`src/rtl/drq_pkg.sv`:
```
package drq_pkg;

    // Edge view of the acknowledge, read strobe and service bit.
    typedef struct packed {
        logic dack_rise;
        logic dack_held;
        logic rd_rise;
        logic svc_fall;
    } edge_s;

    // Pending stop state held by the tracker.
    typedef struct packed {
        logic tc_stop;
        logic drain_lock;
    } stop_s;

    localparam int EDGE_N   = 3;
    localparam int IDX_DACK = 0;
    localparam int IDX_RD   = 1;
    localparam int IDX_SVC  = 2;

    // Last-byte withdraw: the acknowledge edge, or the read edge while the
    // acknowledge was already held high.
    function automatic logic last_take(input edge_s e, input logic one_left);
        return one_left & (e.dack_rise | (e.rd_rise & e.dack_held));
    endfunction

endpackage

```
`src/rtl/drq_edge_det.sv`:
```
module drq_edge_det #(
    parameter int N = 3
) (
    input  logic         clk,
    input  logic         rst,
    input  logic [N-1:0] sig,
    output logic [N-1:0] prev,
    output logic [N-1:0] rise,
    output logic [N-1:0] fall
);
    for (genvar i = 0; i < N; i++) begin : g_bit
        always_ff @(posedge clk) begin
            if (rst) prev[i] <= 1'b0;
            else     prev[i] <= sig[i];
        end
        assign rise[i] = sig[i] & ~prev[i];
        assign fall[i] = ~sig[i] & prev[i];
    end
endmodule

```
`src/rtl/drq_stop_track.sv`:
```
module drq_stop_track
    import drq_pkg::*;
(
    input  logic  clk,
    input  logic  rst,
    input  logic  tc_hit,
    input  logic  svc_fall,
    input  logic  svc_off,
    input  logic  last_hit,
    input  logic  fifo_empty,
    output stop_s nxt,
    output stop_s cur
);
    always_comb begin
        nxt = cur;
        if (tc_hit)        nxt.tc_stop = 1'b1;
        else if (svc_fall) nxt.tc_stop = 1'b0;
        if (last_hit)        nxt.drain_lock = 1'b1;
        else if (fifo_empty) nxt.drain_lock = 1'b0;
    end

    always_ff @(posedge clk) begin
        if (rst) cur <= '0;
        else     cur <= nxt;
    end

    assert_tc_sets_R5: assert property (@(posedge clk) disable iff (rst)
        tc_hit |=> cur.tc_stop);
    assert_tc_wins_R9: assert property (@(posedge clk) disable iff (rst)
        (tc_hit && svc_fall) |=> cur.tc_stop);
    assert_tc_hold_R3: assert property (@(posedge clk) disable iff (rst)
        (cur.tc_stop && svc_off) |=> cur.tc_stop);
    assert_lock_hold_R6: assert property (@(posedge clk) disable iff (rst)
        (cur.drain_lock && !fifo_empty) |=> cur.drain_lock);
endmodule

```
`src/rtl/drq_req_reg.sv`:
```
module drq_req_reg
    import drq_pkg::*;
(
    input  logic  clk,
    input  logic  rst,
    input  logic  svc_off,
    input  logic  fifo_empty,
    input  stop_s stop_nxt,
    output logic  drq
);
    logic want;

    always_comb begin
        want = ~svc_off & ~fifo_empty & ~stop_nxt.tc_stop & ~stop_nxt.drain_lock;
    end

    always_ff @(posedge clk) begin
        if (rst) drq <= 1'b0;
        else     drq <= want;
    end

    assert_svc_blocks_R3: assert property (@(posedge clk) disable iff (rst)
        svc_off |=> !drq);
    assert_empty_drops_R4: assert property (@(posedge clk) disable iff (rst)
        fifo_empty |=> !drq);
endmodule

```
`src/rtl/fifo_drq_ctrl.sv`:
```
module fifo_drq_ctrl
    import drq_pkg::*;
#(
    parameter int CNT_W = 5
) (
    input  logic             clk,
    input  logic             rst,
    input  logic             fifo_empty,
    input  logic [CNT_W-1:0] fifo_count,
    input  logic             dack,
    input  logic             tc,
    input  logic             rd_strobe,
    input  logic             svc_off,
    output logic             drq,
    output logic             tc_stop
);
    localparam logic [CNT_W-1:0] ONE_LEFT = CNT_W'(1);

    logic [EDGE_N-1:0] raw, prev, rise, fall;
    edge_s             ev;
    stop_s             stop_nxt, stop_cur;
    logic              tc_hit, last_hit;

    assign raw[IDX_DACK] = dack;
    assign raw[IDX_RD]   = rd_strobe;
    assign raw[IDX_SVC]  = svc_off;

    drq_edge_det #(.N(EDGE_N)) edge_i (
        .clk (clk),
        .rst (rst),
        .sig (raw),
        .prev(prev),
        .rise(rise),
        .fall(fall)
    );

    always_comb begin
        ev.dack_rise = rise[IDX_DACK];
        ev.dack_held = prev[IDX_DACK];
        ev.rd_rise   = rise[IDX_RD];
        ev.svc_fall  = fall[IDX_SVC];
    end

    assign tc_hit   = tc & dack;
    assign last_hit = last_take(ev, fifo_count == ONE_LEFT);

    drq_stop_track track_i (
        .clk       (clk),
        .rst       (rst),
        .tc_hit    (tc_hit),
        .svc_fall  (ev.svc_fall),
        .svc_off   (svc_off),
        .last_hit  (last_hit),
        .fifo_empty(fifo_empty),
        .nxt       (stop_nxt),
        .cur       (stop_cur)
    );

    drq_req_reg req_i (
        .clk       (clk),
        .rst       (rst),
        .svc_off   (svc_off),
        .fifo_empty(fifo_empty),
        .stop_nxt  (stop_nxt),
        .drq       (drq)
    );

    assign tc_stop = stop_cur.tc_stop;

    assert_reset_idle_R1: assert property (@(posedge clk)
        rst |=> (!drq && !tc_stop));
    assert_tc_blocks_R8: assert property (@(posedge clk) disable iff (rst)
        drq |-> !tc_stop);
    assert_last_dack_R6: assert property (@(posedge clk) disable iff (rst)
        (fifo_count == ONE_LEFT && dack && !prev[IDX_DACK]) |=> !drq);
    assert_last_rd_R7: assert property (@(posedge clk) disable iff (rst)
        (fifo_count == ONE_LEFT && prev[IDX_DACK] && rd_strobe && !prev[IDX_RD]) |=> !drq);
    assert_tc_needs_dack_R5: assert property (@(posedge clk) disable iff (rst)
        (!tc_stop && !(tc && dack)) |=> !tc_stop);
endmodule

```
`config.mk`:
```
export PLATFORM = sky130hd
export DESIGN_NAME = fifo_drq_ctrl
export DESIGN_NICKNAME = d
export VERILOG_FILES = /design/src/rtl/drq_pkg.sv /design/src/rtl/drq_edge_det.sv /design/src/rtl/drq_stop_track.sv /design/src/rtl/drq_req_reg.sv /design/src/rtl/fifo_drq_ctrl.sv
export SDC_FILE = /design/constraint.sdc
export NUM_CORES = 1
export LEC_CHECK = 0
export ABC_AREA = 1
export BUFFER_PORTS_ARGS = -buffer_cell sky130_fd_sc_hd__buf_2
export CORE_AREA = 4 4 41 43
export DETAILED_ROUTE_END_ITERATION = 7
export DIE_AREA = 0 0 45 47
export GPL_TIMING_DRIVEN = 0
export HOLD_SLACK_MARGIN = 0.15
export SYNTH_ARGS = -nofsm -noshare
export SYNTH_HDL_FRONTEND = slang
export SYNTH_HIERARCHICAL = 1
export SYNTH_SLANG_ARGS = --single-unit
```
`constraint.sdc`:
```
create_clock -name clk -period 1.2 [get_ports clk]
set_input_delay 0.12 -clock clk [delete_from_list [all_inputs] [get_ports clk]]
set_output_delay 0.12 -clock clk [all_outputs]
set_load 0.02 [all_outputs]
```
# Yosys cells after proc, flatten, opt, wreduce, memory -nomap -nowiden
# Cells that the tools add are included.
dict set report totals {
  register_bits 6
  elab_cells 27
  inputBits 12
  out_inout_bits 2
}
dict set report classes {
  n_mux 4
  n_eq_ne 1
  n_bitwise 16
}
# cell count
set ops {}
lappend ops {{1-bit bitwise AND} 9}
lappend ops {{1-bit inverter} 6}
lappend ops {{5-bit by 1-bit equality test with 1-bit output (second input constant)} 1}
lappend ops {{1-bit 2-to-1 mux} 4}
lappend ops {{1-bit bitwise OR} 1}

# Logic depth before layout (Yosys ltp)
# Gate-level depths: netlist of run 1.
dict set report depth {
  ltp_word 8
  ltp_mapped 11
  depth_no_buf 11
}

# By module
# Netlist of run 1, hierarchy kept.
# mod n_inst area_per_inst_um2 seq_area_each_um2 cells_each
set by_module_without_submodules {}
lappend by_module_without_submodules {drq_edge_det 1 116.4 60.1 18}
lappend by_module_without_submodules {drq_stop_track 1 80.1 40.0 12}
lappend by_module_without_submodules {fifo_drq_ctrl 1 47.5 0.0 12}
lappend by_module_without_submodules {drq_req_reg 1 46.3 20.0 8}

# Worst setup path after synthesis of run 1
# OpenSTA, ideal clock, no wires.
dict set report synth_path {
  kind {reg-to-reg}
  start {reg edge_i.prev[0]}
  end {reg req_i.drq}
  arrival_time_ns 0.792
  path_buffers 0
  stages_incl_launch_ff 11
  setup_time_ns 0.110
  synth_period_minus_slack_ns 0.902
  slack_ns 0.298
  required_ns 1.090
  path_cell_list {dfxtp_1 -> nor2_1 -> inv_1 -> nand2_1 -> nand2_1 -> nor2_1 -> inv_1 -> nand2_1 -> nor2_1 -> nand2_1 -> nor2_1}
}
# element line_no
set synth_rtl {}
lappend synth_rtl {{start: declaration} drq_edge_det.sv:7} ;# output logic [N-1:0] prev,
lappend synth_rtl {{start signal: indexed assignment} drq_edge_det.sv:14} ;# else prev[i] <= sig[i];
lappend synth_rtl {{end signal: assignment} drq_req_reg.sv:19} ;# else drq <= want;
lappend synth_rtl {{end: declaration} drq_req_reg.sv:9} ;# output logic drq

==> results of run 1 <==
==> stage by stage <==
| step | hold WS (ns) | total power, mW | cell area (µm²) |
|---|---|---|---|
| after floorplan | 0.189 | 0.246 | 272 |
| after global placement | 0.336 | 0.273 | 355 |
| after detailed placement | 0.343 | 0.274 | 355 |
| after CTS | 0.219 | 0.473 | 428 |
| after global routing | 0.257 | 0.495 | 428 |
| final | 0.230 | 0.462 | 428 |
==> critical path: stages <==
cell and delay, ns:
dlygate4sd3_1 0.53, buf_2 0.13, nor2_1 0.09, inv_1 0.04, nand2_1 0.06, nand2_1 0.05, inv_1 0.04, nand2_1 0.05
nor2_1 0.07
==> final cells by class <==
type | count | area share (%)
flip-flops and latches | 6 | 28.1
repair buffers | 18 | 26.9
multi-input cells | 24 | 22.2
inverters | 15 | 13.2
clock buffers | 3 | 5.26
well taps | 15 | 4.39
==> flip-flops by register name (all words and copies together), names as in the netlist <==
| register | count |
|---|---|
| edge_i/prev | 3 |
| req_i/drq | 1 |
| track_i/cur | 2 |
==> worst paths after layout <==
check / start / end / slack, ns
worst max-delay path: svc_off / req_i/drq / 0.19
worst min-delay path: tc / track_i/cur[1] / 0.23
worst max register to register: edge_i/prev[0] / req_i/drq / 0.25
worst min register to register: track_i/cur[0] / track_i/cur[0] / 0.48
==> cells in the final DEF, fill, tap and decap left out <==
cell type	instances
inv_1	15
buf_2	13
nand2_1	11
nor2_1	10
dfxtp_1	6
dlygate4sd3_1	5
clkbuf_4	3
a21oi_1	2
nor2_2	1
==> per-layer routing <==
metal,up-vias,part of all wire [%],global-route usage (%)
li1,165,-,-
met1,117,46,6.64
met2,7,46,7.91
met3,0,8.5,4.60
met4,0,0,0
met5,-,0,0
==> power by group <==
group          internal, mW  total, mW  leakage, nW  switching, mW
clock network         0.113      0.180       0.0138         0.0672
logic                0.0376     0.0695        0.194         0.0319
registers             0.209      0.212       0.0495        0.00281
==> impl_metrics.py, run 1 <==
metrics = {
    "die": {
        "placementRows": 13,
        "io_pins": 14,
        "coreArea_mm2": 0.00130,
        "initial_utilization_pct": 20.9,
        "die_w_um": 45,
        "die_area_mm2": 0.00212,
        "fp.dieH_um": 47,
    },
    "logic_synthesis": {
        "yosys_warnings": 6,
        "netlist_area_um2": 272,
        "syn_inst": 45,
        "syn-num-nets": 57,
        "avgSynthCellArea_um2": 6.03,
    },
    "clocking": {
        "clkTransAtPathRegs_ns": 0.04,
        "clock_latency_ns": 0.24,
        "cts_sinks": 6,
        "h-tree-depth": 1,
        "postCtsSetupBuffers": 0,
        "cts.repair.resized": 0,
        "cts_root_buffer": "clkbuf_4",
        "cts_buffer_depth": 2,
        "cts_buffers": 3,
        "cts_tree": "done",
        "cts_hold_buf": 5,
    },
    "timing": {
        "clock_skew_ns": 0.000841,
        "worstMarginPinSlew_ns": 0.109,
        "max_slew_margin_pct": 92.7,
        "fin_crit_sh_pct": 84.2,
        "drv_slew": 0,
        "worst_slack_ns": 0.190,
        "fin_setup_tns_ns": 0,
        "grt_setup_unrepaired": "no",
        "setup_violations": 0,
        "hold_viol_final": 0,
        "fmax_mhz": 990,
        "period_minus_slack_ns": 1.01,
    },
    "finish": {
        "final_util_pct": 32.9,
        "finalNonFillerCells": 81,
        "fillers": 169,
        "diodes": 0,
        "area_growth_pct": 57.6,
        "drive_gt1_share_pct": 25.8,
        "seq_area_um2": 120,
        "multi_input_area_um2": 95.1,
        "nets": 80,
    },
    "grt": {
        "track_usage_pct": 5.46,
        "grt_max_degree": 7,
        "grt_overflow": 0,
        "antenna_found_initial": 0,
        "grt_pass1_wl_um": 828,
        "grt_pass1_vias": 230,
    },
    "worst_setup_path": {
        "crit_required_ns": 1.38,
        "path_max_fanout": 3,
        "cp-start-kind": "primary input",
        "path_class": "in2reg",
        "end_kind": "register",
        "critical_path_arrival_ns": 1.19,
        "rr_worst_depth": 10,
    },
    "min_path": {
        "worstHoldPathCells": 5,
        "min_path_type": "in2reg",
    },
    "place": {
        "dp.cells": 73,
        "place.port_buffers": 13,
        "dp_slack_ns": 0.233,
        "hpwl_um": 415,
        "gp_congestion": 0.638,
    },
    "detailed_routing": {
        "drc": 0,
        "via_per_inst": 3.57,
        "detail-route-antenna-nets": 0,
        "drtIter0Drc": 1,
        "dr.pass1.iters": 2,
        "wl_um": 492,
        "routedWlPerCell_um": 6.07,
        "vias": 289,
    },
    "pwr": {
        "p_leak_nw": 0.257,
        "p_per_area_mw_per_mm2": 1080,
        "vdd_drop_max_mv": 0.546,
    },
    "outcome": {
        "status": "complete, no violations",
    },
    "job": {
        "maxCapViolations": 0,
    },
}
Note: power is estimated with default switching activity, not from simulation.
==> run 2: changes to the inputs <==
==> constraint.sdc (replaced) <==
create_clock -name clk -period 0.9 [get_ports clk]
set_input_delay 0.09 -clock clk [delete_from_list [all_inputs] [get_ports clk]]
set_output_delay 0.09 -clock clk [all_outputs]
set_load 0.02 [all_outputs]
==> impl_metrics.py, run 2 (synthesized netlist as in run 1, its figures left out) <==
metrics = {
    "timing": {
        "hold_viol_final": 0,
        "setup_violations": 1,
        "fmax_mhz": 1050,
        "worst_slack_ns": -0.0482,
        "period_minus_slack_ns": 0.948,
        "grt_setup_unrepaired": "yes",
        "worstMarginPinSlew_ns": 0.151,
        "drv_slew": 0,
        "fin_crit_sh_pct": 105,
        "max_slew_margin_pct": 89.9,
        "clock_skew_ns": 0.000454,
    },
    "clocking": {
        "postCtsSetupBuffers": 0,
        "cts_buffer_depth": 2,
        "clkTransAtPathRegs_ns": 0.04,
        "cts_root_buffer": "clkbuf_4",
        "clock_latency_ns": 0.24,
        "cts_sinks": 6,
        "h-tree-depth": 1,
        "cts_buffers": 3,
        "cts_tree": "done",
    },
    "worst_setup_path": {
        "critical_path.startpoint": "edge_i/prev[0]",
        "cp.depth": 10,
        "end_kind": "register",
        "path_max_fanout": 2,
        "reg2reg_to": "req_i/drq",
        "slowest_delay_ns": 0.31,
        "critical_path_arrival_ns": 1.08,
        "slowest_stage": "dfxtp_2",
        "critPathBufInv": 2,
        "crit_family": "simple AND/OR/NAND/NOR gates",
        "rr_worst_depth": 10,
        "r2r_start": "edge_i/prev[0]",
        "path_class": "reg2reg",
        "reg2reg_setup_slack_ns": -0.05,
        "crit_required_ns": 1.04,
        "cp_cell_sequence": "nor2_1 > inv_1 > nand2_1 > nand2_1 > nor2_1 > inv_1 > nand2_1 > nor2_1 > nand2_1 > nor2_1",
        "critical_path.endpoint": "req_i/drq",
        "cp-start-kind": "register",
    },
    "die": {
        "io_pins": 14,
        "fp.dieH_um": 47,
        "placementRows": 13,
        "initial_utilization_pct": 20.9,
        "die_w_um": 45,
        "die_area_mm2": 0.00212,
        "coreArea_mm2": 0.00130,
    },
    "detailed_routing": {
        "drc": 0,
        "dr.pass1.iters": 2,
        "routedWlPerCell_um": 6.60,
        "wl_um": 535,
        "vias": 297,
        "detail-route-antenna-nets": 0,
        "drtIter0Drc": 1,
        "via_per_inst": 3.67,
    },
    "place": {
        "dp.cells": 73,
        "gp_congestion": 0.638,
        "place.port_buffers": 13,
        "hpwl_um": 415,
        "dp_slack_ns": -0.0668,
    },
    "outcome": {
        "violations": "setup timing",
        "status": "finished with violations",
    },
    "grt": {
        "grt_max_degree": 5,
        "grt_overflow": 0,
        "grt_pass1_vias": 246,
        "grt_pass1_wl_um": 869,
        "track_usage_pct": 5.78,
        "antenna_found_initial": 0,
    },
    "finish": {
        "regMostFlops": "edge_i/prev",
        "finalNonFillerCells": 81,
        "nets": 80,
        "drive_gt1_share_pct": 27.3,
        "reg_top3": "edge_i/prev: 3 flops, track_i/cur: 2 flops, req_i/drq: 1 flops",
        "area_growth_pct": 58.1,
        "final_common_cell": "inv_1",
        "final_util_pct": 33.0,
        "final_cell_mix": "15 x inv_1, 13 x buf_2, 11 x nand2_1",
        "largest_register_ffs": 3,
        "diodes": 0,
    },
    "min_path": {
        "min_path_type": "in2reg",
    },
    "pwr": {
        "vdd_drop_max_mv": 0.702,
        "totalPowerFinal_uw": 617,
        "p_leak_nw": 0.257,
        "p_per_area_mw_per_mm2": 1440,
    },
    "job": {
        "maxCapViolations": 0,
    },
}
==> run 2: worst min path at each step <==
stage,cells past startpoint,start,endpoint,slack [ns]
global route,4,svc_off,req_i/drq,0.16
floorplan,1,rst,track_i/cur[0],0.16
global placement,3,rd_strobe,edge_i/prev[1],0.31
finish,4,svc_off,req_i/drq,0.11
detailed placement,3,rd_strobe,edge_i/prev[1],0.31
CTS,4,svc_off,req_i/drq,0.12
==> run 2: layout make-up <==
type                       instances  area, µm²
sequential                         6        121
clock buffer                       3       22.5
tap                               15       18.8
inverter                          15       56.3
timing repair buffer              18        115
fill                             173        872
multi-input combinational         24       95.1
==> run 2: what timing repair did <==
item	CTS	global route
gates resized for setup	0	1
pin swaps	2	2
setup endpoints to repair	1	2
hold endpoints to repair	6	0
cloned	0	0
hold buffers	5	0
==> run 2: power by group <==
part	internal [mW]	switching (mW)
Sequential	0.279	0.00385
Combinational	0.0505	0.0433
Clock	0.150	0.0900
Total	0.480	0.137
==> run 2: metrics by stage <==
step / setup TNS, ns / hold slack [ns] / instance area [µm²]
global placement: -0.0530 / 0.306 / 355
CTS: -0.0603 / 0.117 / 428
floorplan: 0 / 0.159 / 272
finish: -0.0482 / 0.115 / 429
global route: -0.174 / 0.162 / 429
detailed placement: -0.0668 / 0.313 / 355
==> run 2: metal layers <==
layer | wire length, µm | global-route usage (%)
met1 | 235 | 6.41
met2 | 253 | 9.32
met3 | 46 | 4.60
met4 | 0 | 0
met5 | 0 | 0
==> run 2: tightest hold or removal path: cells and delay by family <==
| kind | cells | cell delay (ns) |
|---|---|---|
| simple gates | 2 | 0.08 |
| buf+inv | 2 | 0.14 |
==> run 3: changes to the inputs <==
--- a/config.mk
+++ b/config.mk
@@ -12,6 +12,7 @@
 export DIE_AREA = 0 0 45 47
 export GPL_TIMING_DRIVEN = 0
 export HOLD_SLACK_MARGIN = 0.15
+export PLACE_DENSITY = 0.56
 export SYNTH_ARGS = -nofsm -noshare
 export SYNTH_HDL_FRONTEND = slang
 export SYNTH_HIERARCHICAL = 1
==> impl_metrics.py, run 3 (synthesized netlist as in run 1, its figures left out) <==
metrics = {
    "die": {
        "fp.dieH_um": 47,
        "io_pins": 14,
        "initial_utilization_pct": 20.9,
        "coreArea_mm2": 0.00130,
        "placementRows": 13,
        "die_area_mm2": 0.00212,
        "die_w_um": 45,
    },
    "outcome": {
        "status": "finished with violations",
        "violations": "setup timing",
    },
    "timing": {
        "max_slew_margin_pct": 89.7,
        "worst_slack_ns": -0.0365,
        "worstMarginPinSlew_ns": 0.155,
        "fin_setup_tns_ns": -0.0365,
        "clock_skew_ns": 0.00102,
        "fin_crit_sh_pct": 104,
        "grt_setup_unrepaired": "yes",
        "period_minus_slack_ns": 0.937,
        "setup_violations": 1,
        "drv_slew": 0,
        "hold_viol_final": 0,
        "fmax_mhz": 1070,
    },
    "clocking": {
        "clkTransAtPathRegs_ns": 0.05,
        "cts_tree": "done",
        "cts_buffers": 3,
        "cts.repair.resized": 0,
        "h-tree-depth": 1,
        "cts_sinks": 6,
        "cts_buffer_depth": 2,
        "clock_latency_ns": 0.24,
        "cts_root_buffer": "clkbuf_4",
    },
    "worst_setup_path": {
        "cp-start-kind": "register",
        "end_kind": "register",
        "path_max_fanout": 2,
        "critical_path_arrival_ns": 1.08,
        "crit_required_ns": 1.04,
        "path_class": "reg2reg",
        "cp_cell_sequence": "nor2_1 > inv_1 > nand2_1 > nand2_1 > nor2_1 > inv_1 > nand2_1 > nor2_1 > nand2_1 > nor2_1",
        "slowest_delay_ns": 0.31,
        "slowest_stage": "dfxtp_1",
    },
    "place": {
        "gp_congestion": 0.715,
        "dp_slack_ns": -0.0644,
        "hpwl_um": 440,
        "placement.cell_area_um2": 355,
        "place.port_buffers": 13,
    },
    "detailed_routing": {
        "detail-route-antenna-nets": 0,
        "vias": 293,
        "drtIter0Drc": 1,
        "drc": 0,
        "wl_um": 589,
        "via_per_inst": 3.57,
        "dr.pass1.iters": 2,
        "routedWlPerCell_um": 7.18,
    },
    "grt": {
        "grt_pass1_vias": 305,
        "grt_max_degree": 5,
        "antenna_found_initial": 0,
        "grt_overflow": 0,
        "grt_pass1_wl_um": 1130,
        "track_usage_pct": 8.15,
    },
    "min_path": {
        "min_path_type": "in2reg",
    },
    "job": {
        "maxCapViolations": 0,
    },
    "finish": {
        "diodes": 0,
        "reg_top3": "edge_i/prev: 3 flops, track_i/cur: 2 flops, req_i/drq: 1 flops",
        "regMostFlops": "edge_i/prev",
        "final_common_cell": "inv_1",
        "finalInstanceArea_um2": 438,
        "nets": 81,
        "final_util_pct": 33.7,
        "largest_register_ffs": 3,
        "area_growth_pct": 61.3,
        "final_cell_mix": "15 x inv_1, 13 x buf_2, 11 x nand2_1",
        "drive_gt1_share_pct": 25.4,
    },
    "pwr": {
        "p_leak_nw": 0.262,
        "p_per_area_mw_per_mm2": 1460,
        "vdd_drop_max_mv": 0.494,
    },
}
-- run 3: cell types whose count changed in the layout (fill, tap and decap cells not counted) --
cell	change
dfxtp_1	+1
dfxtp_2	-1
dlygate4sd3_1	+1
-- run 3: power breakdown --
part	leakage [nW]	switching [mW]	total [mW]	internal, mW
combinational	0.198	0.0442	0.0974	0.0532
sequential	0.0495	0.00395	0.282	0.278
clock	0.0138	0.107	0.258	0.152
total	0.262	0.155	0.638	0.483
-- run 3: routing by layer --
| metal | part of all wire (%) | track usage [%] | vias up |
|---|---|---|---|
| met5 | 0 | 0 | - |
| li1 | - | - | 169 |
| met2 | 51 | 12.1 | 6 |
| met3 | 8.3 | 3.45 | 0 |
| met1 | 40 | 8.22 | 118 |
| met4 | 0 | 8.77 | 0 |
-- run 3: cell type report --
type,count,area (µm²)
Inverter,15,56.3
Timing Repair Buffer,19,125
Sequential cell,6,120
Multi-Input combinational cell,24,95.1
Clock buffer,3,22.5
Fill cell,155,863
Tap cell,15,18.8
-- run 3: critical path, delay by kind of cell (launching register included) --
kind | cells | cell delay, ns
DFF | 1 | 0.31
and+or+nand+nor | 8 | 0.43
buffers and inverters | 2 | 0.09
-- run 3: final timing paths --
path | from | to | slack (ns) | cells past startpoint
hold / removal | svc_off | req_i/drq | 0.11 | 4
setup / recovery | edge_i/prev[0] | req_i/drq | -0.04 | 10
hold reg to reg | track_i/cur[0] | track_i/cur[0] | 0.47 | 2
setup reg to reg | edge_i/prev[0] | req_i/drq | -0.04 | 10
-- run 3: timing repair --
action / CTS / global route
endpoints found under the hold margin: 6 / 0
endpoints found under the setup margin: 1 / 2
pin swaps: 2 / 0
setup buffers: 0 / 0
hold buffers: 6 / 0
-- run 3: through the flow --
stage          power, mW  hold slack [ns]  cells
2_1_floorplan      0.328            0.159     45
3_3_place_gp       0.364            0.312     73
3_5_place_dp       0.366            0.312     73
6_report           0.638            0.110     82
4_1_cts            0.656            0.106     82
5_1_grt            0.684            0.152     82
